**config.mk**
```make
export PLATFORM = sky130hd
export DESIGN_NAME = addr_guard
export DESIGN_NICKNAME = d
export VERILOG_FILES = /design/src/rtl/addr_guard_pkg.sv /design/src/rtl/ag_cfg_regs.sv /design/src/rtl/ag_window_match.sv /design/src/rtl/ag_decide.sv /design/src/rtl/ag_fault_log.sv /design/src/rtl/addr_guard.sv
export SDC_FILE = /design/constraint.sdc
export NUM_CORES = 1
export LEC_CHECK = 0
export BUFFER_PORTS_ARGS = -buffer_cell sky130_fd_sc_hd__buf_4
export CORE_UTILIZATION = 55
export DETAILED_ROUTE_END_ITERATION = 12
export PLACE_DENSITY = 0.74
export SLEW_MARGIN = 25
export SYNTH_ARGS = -nofsm -noshare
export SYNTH_HDL_FRONTEND = slang
export SYNTH_HIERARCHICAL = 1
export SYNTH_SLANG_ARGS = --single-unit
export TNS_END_PERCENT = 100
```
**constraint.sdc**
```tcl
create_clock -name clk -period 4.4 [get_ports clk]
set_input_delay 0.88 -clock clk [delete_from_list [all_inputs] [get_ports clk]]
set_output_delay 0.88 -clock clk [all_outputs]
set_load 0.1 [all_outputs]
```
**src/rtl/addr_guard_pkg.sv**
```systemverilog
package addr_guard_pkg;

    localparam int ADDR_W    = 32;
    localparam int DATA_W    = 32;
    localparam int WIN_COUNT = 6;
    localparam int CODE_W    = 5;
    localparam int BASE_LSB  = 9;
    localparam int MIN_CODE  = 9;
    localparam int MAX_CODE  = 21;
    localparam int SEL_W     = 4;

    // privilege word bit positions
    localparam int WR_LSB    = 0;
    localparam int GWR_BIT   = 9;
    localparam int RD_LSB    = 10;
    localparam int GRD_BIT   = 19;
    localparam int TEST_BIT  = 30;
    localparam int EN_BIT    = 31;

    // selector values
    localparam logic [SEL_W-1:0] SEL_PRIV   = SEL_W'(WIN_COUNT);
    localparam logic [SEL_W-1:0] SEL_INJECT = SEL_W'(WIN_COUNT + 1);
    localparam logic [SEL_W-1:0] SEL_CLEAR  = SEL_W'(WIN_COUNT + 2);

    typedef struct packed {
        logic [ADDR_W-1:BASE_LSB] base;
        logic [CODE_W-1:0]        code;
    } window_t;

    typedef struct packed {
        logic                 en;
        logic                 test;
        logic                 g_rd;
        logic                 g_wr;
        logic [WIN_COUNT-1:0] rd;
        logic [WIN_COUNT-1:0] wr;
    } perm_t;

    typedef struct packed {
        logic rd;
        logic wr;
    } flag_pair_t;

    function automatic window_t unpack_window(input logic [DATA_W-1:0] w);
        window_t r;
        r.base = w[ADDR_W-1:BASE_LSB];
        r.code = w[CODE_W-1:0];
        return r;
    endfunction

    function automatic perm_t unpack_perm(input logic [DATA_W-1:0] w);
        perm_t r;
        r.en   = w[EN_BIT];
        r.test = w[TEST_BIT];
        r.g_rd = w[GRD_BIT];
        r.g_wr = w[GWR_BIT];
        r.rd   = w[RD_LSB +: WIN_COUNT];
        r.wr   = w[WR_LSB +: WIN_COUNT];
        return r;
    endfunction

    function automatic logic code_ok(input logic [CODE_W-1:0] c);
        return (c >= CODE_W'(MIN_CODE)) && (c <= CODE_W'(MAX_CODE));
    endfunction

endpackage

```
**src/rtl/ag_cfg_regs.sv**
```systemverilog
module ag_cfg_regs
    import addr_guard_pkg::*;
(
    input  logic                    clk,
    input  logic                    rst,
    input  logic                    cfg_we,
    input  logic [SEL_W-1:0]        cfg_sel,
    input  logic [DATA_W-1:0]       cfg_wdata,
    output window_t                 win [WIN_COUNT],
    output perm_t                   perm,
    output flag_pair_t              inject,
    output flag_pair_t              clear
);

    for (genvar g = 0; g < WIN_COUNT; g++) begin : g_win
        always_ff @(posedge clk) begin
            if (rst)
                win[g] <= '0;
            else if (cfg_we && cfg_sel == SEL_W'(g))
                win[g] <= unpack_window(cfg_wdata);
        end
    end

    always_ff @(posedge clk) begin
        if (rst)
            perm <= '0;
        else if (cfg_we && cfg_sel == SEL_PRIV)
            perm <= unpack_perm(cfg_wdata);
    end

    always_comb begin
        inject = '0;
        clear  = '0;
        if (cfg_we && cfg_sel == SEL_INJECT) begin
            inject.rd = cfg_wdata[0];
            inject.wr = cfg_wdata[1];
        end
        if (cfg_we && cfg_sel == SEL_CLEAR) begin
            clear.rd = cfg_wdata[0];
            clear.wr = cfg_wdata[1];
        end
    end

endmodule

```
**src/rtl/ag_window_match.sv**
```systemverilog
module ag_window_match
    import addr_guard_pkg::*;
(
    input  window_t           win,
    input  logic [ADDR_W-1:0] addr,
    output logic              hit
);

    logic [ADDR_W-1:0] base_full;
    logic [ADDR_W-1:0] keep_mask;

    always_comb begin
        base_full = {win.base, {BASE_LSB{1'b0}}};
        keep_mask = {ADDR_W{1'b1}} << win.code;
        hit = code_ok(win.code) && (((addr ^ base_full) & keep_mask) == '0);
    end

endmodule

```
**src/rtl/ag_decide.sv**
```systemverilog
module ag_decide
    import addr_guard_pkg::*;
(
    input  perm_t                 perm,
    input  logic [WIN_COUNT-1:0]  hits,
    input  logic                  acc_valid,
    input  logic                  acc_write,
    output logic                  breach,
    output logic                  deny
);

    logic [WIN_COUNT-1:0] grant;
    logic                 fallback;
    logic                 allowed;

    always_comb begin
        grant    = hits & (acc_write ? perm.wr : perm.rd);
        fallback = acc_write ? perm.g_wr : perm.g_rd;
        allowed  = (|hits) ? (|grant) : fallback;
        breach   = acc_valid && perm.en && !allowed;
        deny     = breach && !perm.test;
    end

endmodule

```
**src/rtl/ag_fault_log.sv**
```systemverilog
module ag_fault_log
    import addr_guard_pkg::*;
(
    input  logic              clk,
    input  logic              rst,
    input  logic              breach,
    input  logic              acc_write,
    input  logic [ADDR_W-1:0] acc_addr,
    input  flag_pair_t        inject,
    input  flag_pair_t        clear,
    output flag_pair_t        flags,
    output logic [ADDR_W-1:0] addr_q
);

    flag_pair_t set_now;

    always_comb begin
        set_now.rd = (breach && !acc_write) || inject.rd;
        set_now.wr = (breach &&  acc_write) || inject.wr;
    end

    always_ff @(posedge clk) begin
        if (rst) begin
            flags  <= '0;
            addr_q <= '0;
        end else begin
            flags.rd <= set_now.rd || (flags.rd && !clear.rd);
            flags.wr <= set_now.wr || (flags.wr && !clear.wr);
            if (breach && !flags.rd && !flags.wr)
                addr_q <= acc_addr;
        end
    end

    // a set flag survives any cycle without a clear for it
    a_r7_rd_sticky: assert property (@(posedge clk) disable iff (rst)
        flags.rd && !clear.rd |=> flags.rd);
    a_r7_wr_sticky: assert property (@(posedge clk) disable iff (rst)
        flags.wr && !clear.wr |=> flags.wr);
    // captured address frozen while a flag is pending
    a_r8_addr_hold: assert property (@(posedge clk) disable iff (rst)
        (flags.rd || flags.wr) |=> $stable(addr_q));
    // forcing a flag alone does not move the address
    a_r12_inject_no_capture: assert property (@(posedge clk) disable iff (rst)
        !breach |=> $stable(addr_q));

endmodule

```
**src/rtl/addr_guard.sv**
```systemverilog
module addr_guard
    import addr_guard_pkg::*;
(
    input  logic              clk,
    input  logic              rst,
    input  logic              acc_valid,
    input  logic [31:0]       acc_addr,
    input  logic              acc_write,
    input  logic              cfg_we,
    input  logic [3:0]        cfg_sel,
    input  logic [31:0]       cfg_wdata,
    output logic              acc_deny,
    output logic              rd_fault,
    output logic              wr_fault,
    output logic [31:0]       fault_addr
);

    window_t              win [WIN_COUNT];
    perm_t                perm;
    flag_pair_t           inject;
    flag_pair_t           clear;
    flag_pair_t           flags;
    logic [WIN_COUNT-1:0] hits;
    logic                 breach;

    ag_cfg_regs u_regs (
        .clk       (clk),
        .rst       (rst),
        .cfg_we    (cfg_we),
        .cfg_sel   (cfg_sel),
        .cfg_wdata (cfg_wdata),
        .win       (win),
        .perm      (perm),
        .inject    (inject),
        .clear     (clear)
    );

    for (genvar g = 0; g < WIN_COUNT; g++) begin : g_match
        ag_window_match u_match (
            .win  (win[g]),
            .addr (acc_addr),
            .hit  (hits[g])
        );
    end

    ag_decide u_decide (
        .perm      (perm),
        .hits      (hits),
        .acc_valid (acc_valid),
        .acc_write (acc_write),
        .breach    (breach),
        .deny      (acc_deny)
    );

    ag_fault_log u_log (
        .clk       (clk),
        .rst       (rst),
        .breach    (breach),
        .acc_write (acc_write),
        .acc_addr  (acc_addr),
        .inject    (inject),
        .clear     (clear),
        .flags     (flags),
        .addr_q    (fault_addr)
    );

    assign rd_fault = flags.rd;
    assign wr_fault = flags.wr;

    // no refusal without an access
    a_r6_deny_needs_valid: assert property (@(posedge clk) disable iff (rst)
        acc_deny |-> acc_valid);
    // test mode never refuses
    a_r11_test_no_deny: assert property (@(posedge clk) disable iff (rst)
        perm.test |-> !acc_deny);
    // disabled unit neither refuses nor raises a flag on its own
    a_r10_off_no_deny: assert property (@(posedge clk) disable iff (rst)
        !perm.en |-> !acc_deny);
    a_r10_off_no_flag: assert property (@(posedge clk) disable iff (rst)
        !perm.en && !rd_fault && !inject.rd |=> !rd_fault);

endmodule

```
After elaboration in Yosys (flattened, before gate mapping)
Cells that the tools add are included.
W data, S select, Z words.
{ "word_totals": {"register_bits": 218, "inputBits": 73, "output_inout_bits": 35, "elab_cells": 115} }
{ "classes": {"order_cmp": 12, "n_eq_ne": 8, "shifts": 6, "n_mux": 5, "n_bitwise": 13, "reduce_logical": 50} }
{ "op_table": {"columns": ["operator", "count"], "rows": [
  ["$and A32 B32 Y32", 6],
  ["$logic_not A32 Y1", 6],
  ["$shl A32 B5 Y32 const A", 6],
  ["$xor A32 B32 Y32", 6],
  ["$ge A5 B4 Y1 const B", 6],
  ["$le A5 B5 Y1 const B", 6],
  ["$logic_and A1 B1 Y1", 30],
  ["$eq A4 B3 Y1 const B", 4],
  ["$reduce_or A6 Y1", 2],
  ["$eq A4 B2 Y1 const B", 2],
  ["$logic_not A1 Y1", 7],
  ["$and A6 B6 Y6", 1],
  ["$mux W6", 1],
  ["$eq A4 B1 Y1 const B", 1],
  ["$eq A4 B4 Y1 const B", 1],
  ["$logic_not A4 Y1", 1],
  ["$logic_or A1 B1 Y1", 4],
  ["$mux W2", 2],
  ["$mux W1", 2]
]} }

Longest topological paths before layout
Gate-level depths: netlist of the first run.
{ "logic_depth": {"word_depth": 12, "depth_mapped": 13, "mapped_depth_nobuf": 10} }

Hierarchy
The synthesis of the first run kept the hierarchy.
{ "modules_own_cells": {"columns": ["mod", "n_inst", "cells_each", "area_each_um2", "seq_area_each_um2"], "rows": [
  ["ag_cfg_regs", 1, 644, 7284.5, 3683.5],
  ["ag_window_match", 6, 79, 571.8, 0.0],
  ["ag_fault_log", 1, 149, 1552.7, 680.7],
  ["ag_decide", 1, 16, 147.6, 0.0]
]} }

Least setup slack after synthesis of the first run
Ideal clock, no wire load.
{ "synth_path": {"path_kind": "input-to-output", "startpoint": "input acc_addr[0]", "endpoint": "output acc_deny", "arrival_time_ps": 3186, "required_ps": 3520, "slack_ps": 334, "stages": 9, "path_buffers": 0, "cell_sequence": "or3b_2 a21oi_1 o21ai_0 a41oi_1 nor4_2 or4_1 or4_1 and4_4 nor2b_4"} }
{ "synth_via": {"elab_chain_cells": 10, "elab_cells_between_ends": 31, "classes_between": "mux (1); bitwise (13); reduce/logical (17)"} }
{ "synth_rtl": {"columns": ["item", "line_no", "rtl"], "rows": [
  ["from (decl)", "addr_guard.sv:7", "input logic [31:0] acc_addr,"],
  ["$xor A32 B32 Y32 *", "ag_window_match.sv:15", "hit = code_ok(win.code) && (((addr ^ base_full) & keep_mask) == '0);"],
  ["$and A32 B32 Y32 *", "ag_window_match.sv:15", null],
  ["$logic_not A32 Y1 *", "ag_window_match.sv:15", null],
  ["$logic_and A1 B1 Y1 *", "ag_window_match.sv:15", null],
  ["via hits[1]", "addr_guard.sv:23", "logic [WIN_COUNT-1:0] hits;"],
  ["$and A6 B6 Y6", "ag_decide.sv:17", "grant = hits & (acc_write ? perm.wr : perm.rd);"],
  ["$reduce_or A6 Y1", "ag_decide.sv:19", "allowed = (|hits) ? (|grant) : fallback;"],
  ["$mux W1 *", "ag_decide.sv:19", null],
  ["$logic_not A1 Y1 *", "ag_decide.sv:20", "breach = acc_valid && perm.en && !allowed;"],
  ["$logic_and A1 B1 Y1 *", "ag_decide.sv:20", null],
  ["via breach", "addr_guard.sv:24", "logic breach;"],
  ["$logic_and A1 B1 Y1 *", "ag_decide.sv:21", "deny = breach && !perm.test;"],
  ["to (decl)", "addr_guard.sv:12", "output logic acc_deny,"]
]} }
Mark *: on every way through the listed nets, which the timed path passes. The rest lies on a longest branch.

Worst setup path after layout of the first run
{ "layout_path": {"startpoint": "input acc_addr[1]", "endpoint": "output acc_deny"} }
The elaborated chain is that of the path after synthesis.

==> results of run 1 <==
placed cells by master, fill, tap and decap left out, types with 7 or more instances in the layout:
cell / synthesis / final
a31oi_1: 13 / 13
buf_4: 9 / 121
a21oi_1: 51 / 42
a2111oi_4: 6 / 7
o31ai_1: 18 / 16
or3b_4: 0 / 8
nand3b_1: 7 / 7
dfxtp_2: 0 / 10
dfxtp_1: 218 / 208
nand2b_1: 278 / 278
nand2_1: 34 / 34
a21oi_2: 0 / 8
clkbuf_16: 0 / 25
inv_1: 25 / 25
nor2_1: 17 / 17
mux2i_1: 216 / 216
xor2_1: 102 / 99
a22oi_1: 13 / 13
xnor2_1: 36 / 36
o21ai_0: 55 / 52
registers in the layout, indices dropped and copies added, names as in the netlist:
signal,cells
u_log/addr_q,32
u_log/flags,2
u_regs/perm,16
u_regs/win,168
power by group through the flow:
| stage | Clock [W] | Combinational, W | Sequential, W |
|---|---|---|---|
| 2_1_floorplan | 0 | 0.000269 | 0.00207 |
| 3_3_place_gp | 0 | 0.000455 | 0.00206 |
| 3_5_place_dp | 0 | 0.000460 | 0.00206 |
| 4_1_cts | 0.00223 | 0.000466 | 0.00202 |
| 5_1_grt | 0.00231 | 0.000510 | 0.00202 |
| 6_report | 0.00219 | 0.000482 | 0.00202 |
synth_stat cells (all sizes together), types with 7 or more instances:
cell     instances  share of area
or3b            12         0.0085
mux2i          216           0.17
dfxtp          218           0.35
nand2b         278           0.14
o31ai           18          0.011
a31oi           13         0.0066
nor2            23         0.0082
xor2           102          0.072
clkbuf          31         0.0094
inv             25         0.0076
nand2           39          0.014
a2111oi         12          0.018
o21ai           55          0.022
xnor2           36          0.025
buf             45          0.034
a21oi           51          0.021
nand3b           7         0.0042
a22oi           13         0.0079
nand3            7         0.0032
routing by layer:
metal | GRT usage | share of wire | wire length (um) | vias up
met1 | 0.3782 | 0.43 | 14710 | 4763
met4 | 0.1084 | 0.034 | 1149 | 0
met2 | 0.4856 | 0.47 | 15990 | 372
met3 | 0.03157 | 0.061 | 2065 | 79
li1 | - | - | - | 4611
met5 | 0 | 0 | 0 | -
critical path: cells and delay by family:
kind | cells | cell delay, ps
simple gates | 6 | 1840
buf+inv | 2 | 270
compound gates | 3 | 490
logic make-up (layout without fill, tap and decap cells):
logic type,count (synthesis),in the layout,share of synthesized area
DFF,218,218,0.3515
buffers and inverters,101,195,0.05109
AOI/OAI and AO/OA,211,211,0.1220
other,0,1,0
and+or+nand+nor,393,393,0.1984
muxes,222,222,0.1796
xor gates and xnor gates,138,138,0.09735
area by class of cell:
cell class / instances / area share
Antenna cell: 1 / 0.0001754
Timing Repair Buffer: 127 / 0.06962
Clock inverter: 9 / 0.01017
Inverter: 25 / 0.006577
Tap cell: 280 / 0.02455
Clock buffer: 34 / 0.05042
Sequential cell: 218 / 0.3067
Multi-Input combinational cell: 964 / 0.5317
worst max-delay path by stage:
| stage | from | endpoint |
|---|---|---|
| 2_1_floorplan | acc_addr[0] | acc_deny |
| 3_3_place_gp | acc_addr[1] | acc_deny |
| 3_5_place_dp | acc_addr[1] | acc_deny |
| 4_1_cts | acc_addr[1] | acc_deny |
| 5_1_grt | acc_addr[1] | acc_deny |
| 6_report | acc_addr[1] | acc_deny |
metrics by stage:
step,util,hold slack [ps],TNS [ps],worst slack (ps),std cells
global route,0.6498,490.4,0,2.496,1658
CTS,0.6442,475.6,0,3.508,1657
global placement,0.6012,457.3,-139.7,-139.7,1614
finish,0.6498,471.1,0,29.78,1658
detailed placement,0.6012,463.8,-148.6,-148.6,1614
floorplan,-,445.2,0,334.2,1283
repair_timing:
item | CTS | global route
gates resized for setup | 24 | 32
gates cloned | 0 | 0
setup buffers | 0 | 0
pin swaps | 10 | 12
setup endpoints to repair | 1 | 1
==> results_dict.tcl, run 1 <==
set metrics [dict create \
    crit_path_start_kind "primary input" \
    dp_hpwl_mm 23.86 \
    maxSlewViolCount 0 \
    fmax_ghz 0.2288 \
    crit_required_ps 3520 \
    avgSynthCellArea_um2 9.677 \
    drt_iter0_markers 754 \
    power_density_mw_per_mm2 328.7 \
    die_h_um 152.2 \
    power.leakage_nw 6.214 \
    num_io_pins 108 \
    cts-buffers-inserted 25 \
    status "finished with violations" \
    clkSlewWorstSetupHoldPaths_ps 60 \
    via_count 9825 \
    grt_pass1_vias 9641 \
    portBuffers 104 \
    clock_sinks 218 \
    die_w_um 152.2 \
    initial_core_util 0.5654 \
    hold_buffers 0 \
    avgViaCountPerCell 5.926 \
    slew_headroom 0.4891 \
    holdPathEnd "u_log/addr_q[15]$_SDFFE_PP0P_" \
    gp_congestion 0.9553 \
    reg2regPathDepth 13 \
    design_area_mm2 0.01427 \
    maxCapViolCount 0 \
    drc 11 \
    drive_above_1_share 0.1779 \
    grt_pass1_wl_mm 52.83 \
    min_from "u_log/addr_q[15]$_SDFFE_PP0P_" \
    end_kind "output port" \
    pwr-share-seq 0.431 \
    grt_max_degree 138 \
    ys_warn_count 6 \
    worstMarginPinSlew_ps 766.4 \
    synth-seq-area-share 0.3515 \
    fill_cells 1797 \
    async_flop_share 0 \
    cp_cell_sequence "buf_6 > or3b_4 > a21oi_4 > a2111oi_4 > a41oi_2 > nor4_4 > or4_4 > or4_4 > and4_4 > nor2b_4 > buf_12" \
    power.total_w 0.004691 \
    cts_root_buf "clkbuf_16" \
    clock_skew_ps 6.255 \
    p_clk_frac 0.466 \
    rsz0062_at_grt "false" \
    antenna_found_initial 1 \
    gr-total-overflow 0 \
    grtUsageTotal 0.2877 \
    critical_path_class "in -> out" \
    drt_wl_total_mm 33.91 \
    placed_area_mm2 0.01320 \
    r2r_slack_ps 950 \
    dr.pass1.iters 9 \
    internal_power_w 0.003565 \
    synth_ff_type "dfxtp_1" \
    clk_path_buf_depth 3 \
    period_minus_slack_ps 4370 \
    cts_tree "yes" \
    ir_drop_v 0.0002076 \
    clock_latency_ps 520 \
    ant_nets 0 \
    fin_crit_sh 0.9932 \
    p_comb_frac 0.103 \
    cp_common_cell "or4_4" \
    setup_violations 0 \
    ff_latch_area_mm2 0.004377 \
    p_sw_frac 0.2399 \
    hold_path_class "reg -> reg" \
    violations "design-rule violations" \
    netlist_instances 1283 \
    area_growth_pct 14.93 \
    htreeDepth 1 \
    yosysUniqueCellTypes 52 \
    nets 1434 \
    reg2reg_from "u_regs/win[87]$_SDFFE_PP0P_" \
    synth_edf_count 0 \
    netlist_area_mm2 0.01242 \
    min_path_cells 2 \
    critPathMaxStageDelay_ps 530 \
    cpMaxStageDelayCell "or4_4" \
    ys_seq_elements 218 \
    core_area_mm2 0.02196 \
    die-area_mm2 0.02318 \
    routedWlPerCell_um 20.45 \
    cp_max_fo 7 \
    p_switching_w 0.001125 \
    syn-num-nets 1356 \
    multi_input_comb_area_mm2 0.007587 \
    rows 54 \
    r2r_end "u_log/addr_q[26]$_SDFFE_PP0P_" \
    hold_viol 0 \
    arrival_ps 3490 \
]
(Power assumes the default switching activity.)
==> run 2: changes to the inputs <==
Settings changed: PLACE_DENSITY 0.74 to 0.77.
Clock period 4.4 ns to 4 ns, I/O delays scaled along.
==> results_dict.tcl, run 2 (synthesized netlist as in run 1, its figures left out) <==
set metrics [dict create \
    fin_crit_sh 1.040 \
    clock_skew_ps 10.77 \
    diodes 0 \
    p_switching_w 0.001237 \
    worstSetupStartpoint "acc_addr[0]" \
    hold_viol 0 \
    antenna_found_initial 0 \
    end_kind "output port" \
    cp_common_cell "or4_4" \
    critPathMaxStageDelay_ps 530 \
    crit_path_start_kind "primary input" \
    reg_top3 "u_regs/win x168, u_log/addr_q x32, u_regs/perm x16" \
    cts-buffers-inserted 24 \
    grtUsageTotal 0.2875 \
    cp_num_buf_inv 2 \
    grt_max_degree 156 \
    clk_path_buf_depth 3 \
    drive_above_1_share 0.2072 \
    r2r_slack_ps 480 \
    reg2reg_from "u_regs/win[31]$_SDFFE_PP0P_" \
    grt_pass1_wl_mm 52.87 \
    critical_path_class "in -> out" \
    via_count 9886 \
    clkSlewWorstSetupHoldPaths_ps 60 \
    power.leakage_nw 6.387 \
    worstMarginPinSlew_ps 806.4 \
    rsz0062_at_grt "true" \
    die-area_mm2 0.02318 \
    grt_pass1_vias 9809 \
    cpMaxStageDelayCell "or4_4" \
    p_clk_frac 0.446 \
    fill_cells 1746 \
    fmax_ghz 0.2405 \
    clock_sinks 218 \
    drt_iter0_markers 654 \
    gp_congestion 0.9445 \
    maxSlewViolCount 0 \
    die_h_um 152.2 \
    hold_path_class "reg -> reg" \
    internal_power_w 0.003781 \
    avgViaCountPerCell 5.819 \
    area_growth_pct 17.17 \
    routedWlPerCell_um 20.07 \
    die_w_um 152.2 \
    nets 1475 \
    crit_required_ps 3200 \
    cts_tree "yes" \
    htreeDepth 1 \
    arrival_ps 3360 \
    reg2regPathDepth 12 \
    holdWs_ps 472.9 \
    pwr-share-seq 0.443 \
    cp_cell_sequence "buf_8 > or3b_4 > a21oi_2 > o21ai_1 > a41oi_2 > nor4_4 > or4_4 > or4_4 > and4_4 > nor2b_4 > buf_12" \
    power_density_mw_per_mm2 344.9 \
    layout_common_cells "nand2b_1, mux2i_1, dfxtp_1, buf_4, xor2_1" \
    slew_headroom 0.4624 \
    utilization 0.6625 \
    setup_violations 1 \
    p_comb_frac 0.111 \
    rows 54 \
    ir_drop_v 0.0002833 \
    ant_nets 0 \
    top_register "u_regs/win" \
    maxCapViolCount 0 \
    status "finished with violations" \
    crit_path_end "acc_deny" \
    dp_hpwl_mm 24.21 \
    p_sw_frac 0.2465 \
    initial_core_util 0.5654 \
    gr-total-overflow 0 \
    dr.pass1.iters 8 \
    period_minus_slack_ps 4158 \
    portBuffers 104 \
    num_io_pins 108 \
    largest_reg_flops 168 \
    final_common_cell "nand2b_1" \
    critPathTopFamily "simple AND/OR/NAND/NOR gates" \
    clock_latency_ps 520 \
    cp.depth 11 \
    layout_setup_ws_ps -158.3 \
    core_area_mm2 0.02196 \
    cp_max_fo 5 \
    r2r_end "u_log/addr_q[18]$_SDFFE_PP0P_" \
    violations "design-rule violations, negative setup slack" \
    drc 13 \
    cts_root_buf "clkbuf_16" \
    drt_wl_total_mm 34.10 \
]
## run 2: worst min-delay path: cells and delay by family, from the launching register on
family	cells	cell delay [ps]
and+or+nand+nor	1	60
DFF	1	310
muxes	1	50
## run 2: through the flow
stage / instance area [um2] / worst slack [ps] / power [W] / setup TNS (ps) / cells
finish: 14550 / -158.3 / 0.005018 / -158.3 / 1699
global route: 14550 / -196.9 / 0.005179 / -196.9 / 1699
CTS: 14470 / -136.7 / 0.005033 / -136.7 / 1699
detailed placement: 13510 / -378.2 / 0.002800 / -379.5 / 1654
global placement: 13510 / -357.0 / 0.002792 / -357.0 / 1654
floorplan: 12420 / 94.21 / 0.002569 / 0 / 1283
## run 2: worst min-delay path by stage
stage                                        startpoint                             to  slack, ps  cells after the start
after floorplan             u_regs/perm[4]$_SDFFE_PP0P_    u_regs/perm[4]$_SDFFE_PP0P_        450                      2
after global placement      u_regs/perm[4]$_SDFFE_PP0P_    u_regs/perm[4]$_SDFFE_PP0P_        460                      2
after detailed placement   u_log/addr_q[5]$_SDFFE_PP0P_   u_log/addr_q[5]$_SDFFE_PP0P_        460                      2
after CTS                  u_log/addr_q[5]$_SDFFE_PP0P_   u_log/addr_q[5]$_SDFFE_PP0P_        480                      2
after global routing       u_log/addr_q[5]$_SDFFE_PP0P_   u_log/addr_q[5]$_SDFFE_PP0P_        490                      2
final                     u_log/addr_q[20]$_SDFFE_PP0P_  u_log/addr_q[20]$_SDFFE_PP0P_        470                      2
## run 2: final cells by class
cell class	instances	area (um2)	share of cell area
inverter	25	97.59	0.006709
clock buffer	34	699.4	0.04808
tap	280	350.3	0.02408
multi-input combinational	964	7601	0.5225
clock inverter	9	97.59	0.006709
timing repair buffer	169	1325	0.09108
sequential	218	4377	0.3009
## run 2: timing repair
| item | CTS | global route |
|---|---|---|
| setup endpoints to repair | 1 | 1 |
| resized for setup | 44 | 20 |
| cloned | 0 | 0 |
| hold buffers | 0 | 0 |
| pin swaps | 19 | 6 |
| setup buffers | 2 | 0 |
## run 2: metal layers
metal | vias to the layer above | wire [um] | GRT usage
met3 | 79 | 1914 | 0.03669
met1 | 4786 | 14690 | 0.3693
li1 | 4687 | - | -
met5 | - | 0 | 0
met2 | 334 | 16370 | 0.4878
met4 | 0 | 1130 | 0.1176
## run 2: power groups by stage
stage / registers [W] / clock network (W) / logic (W)
after CTS: 0.00222 / 0.00227 / 0.000548
after global placement: 0.00227 / 0 / 0.000525
after floorplan: 0.00227 / 0 / 0.000296
final: 0.00222 / 0.00224 / 0.000557
after detailed placement: 0.00227 / 0 / 0.000532
after global routing: 0.00222 / 0.00237 / 0.000587
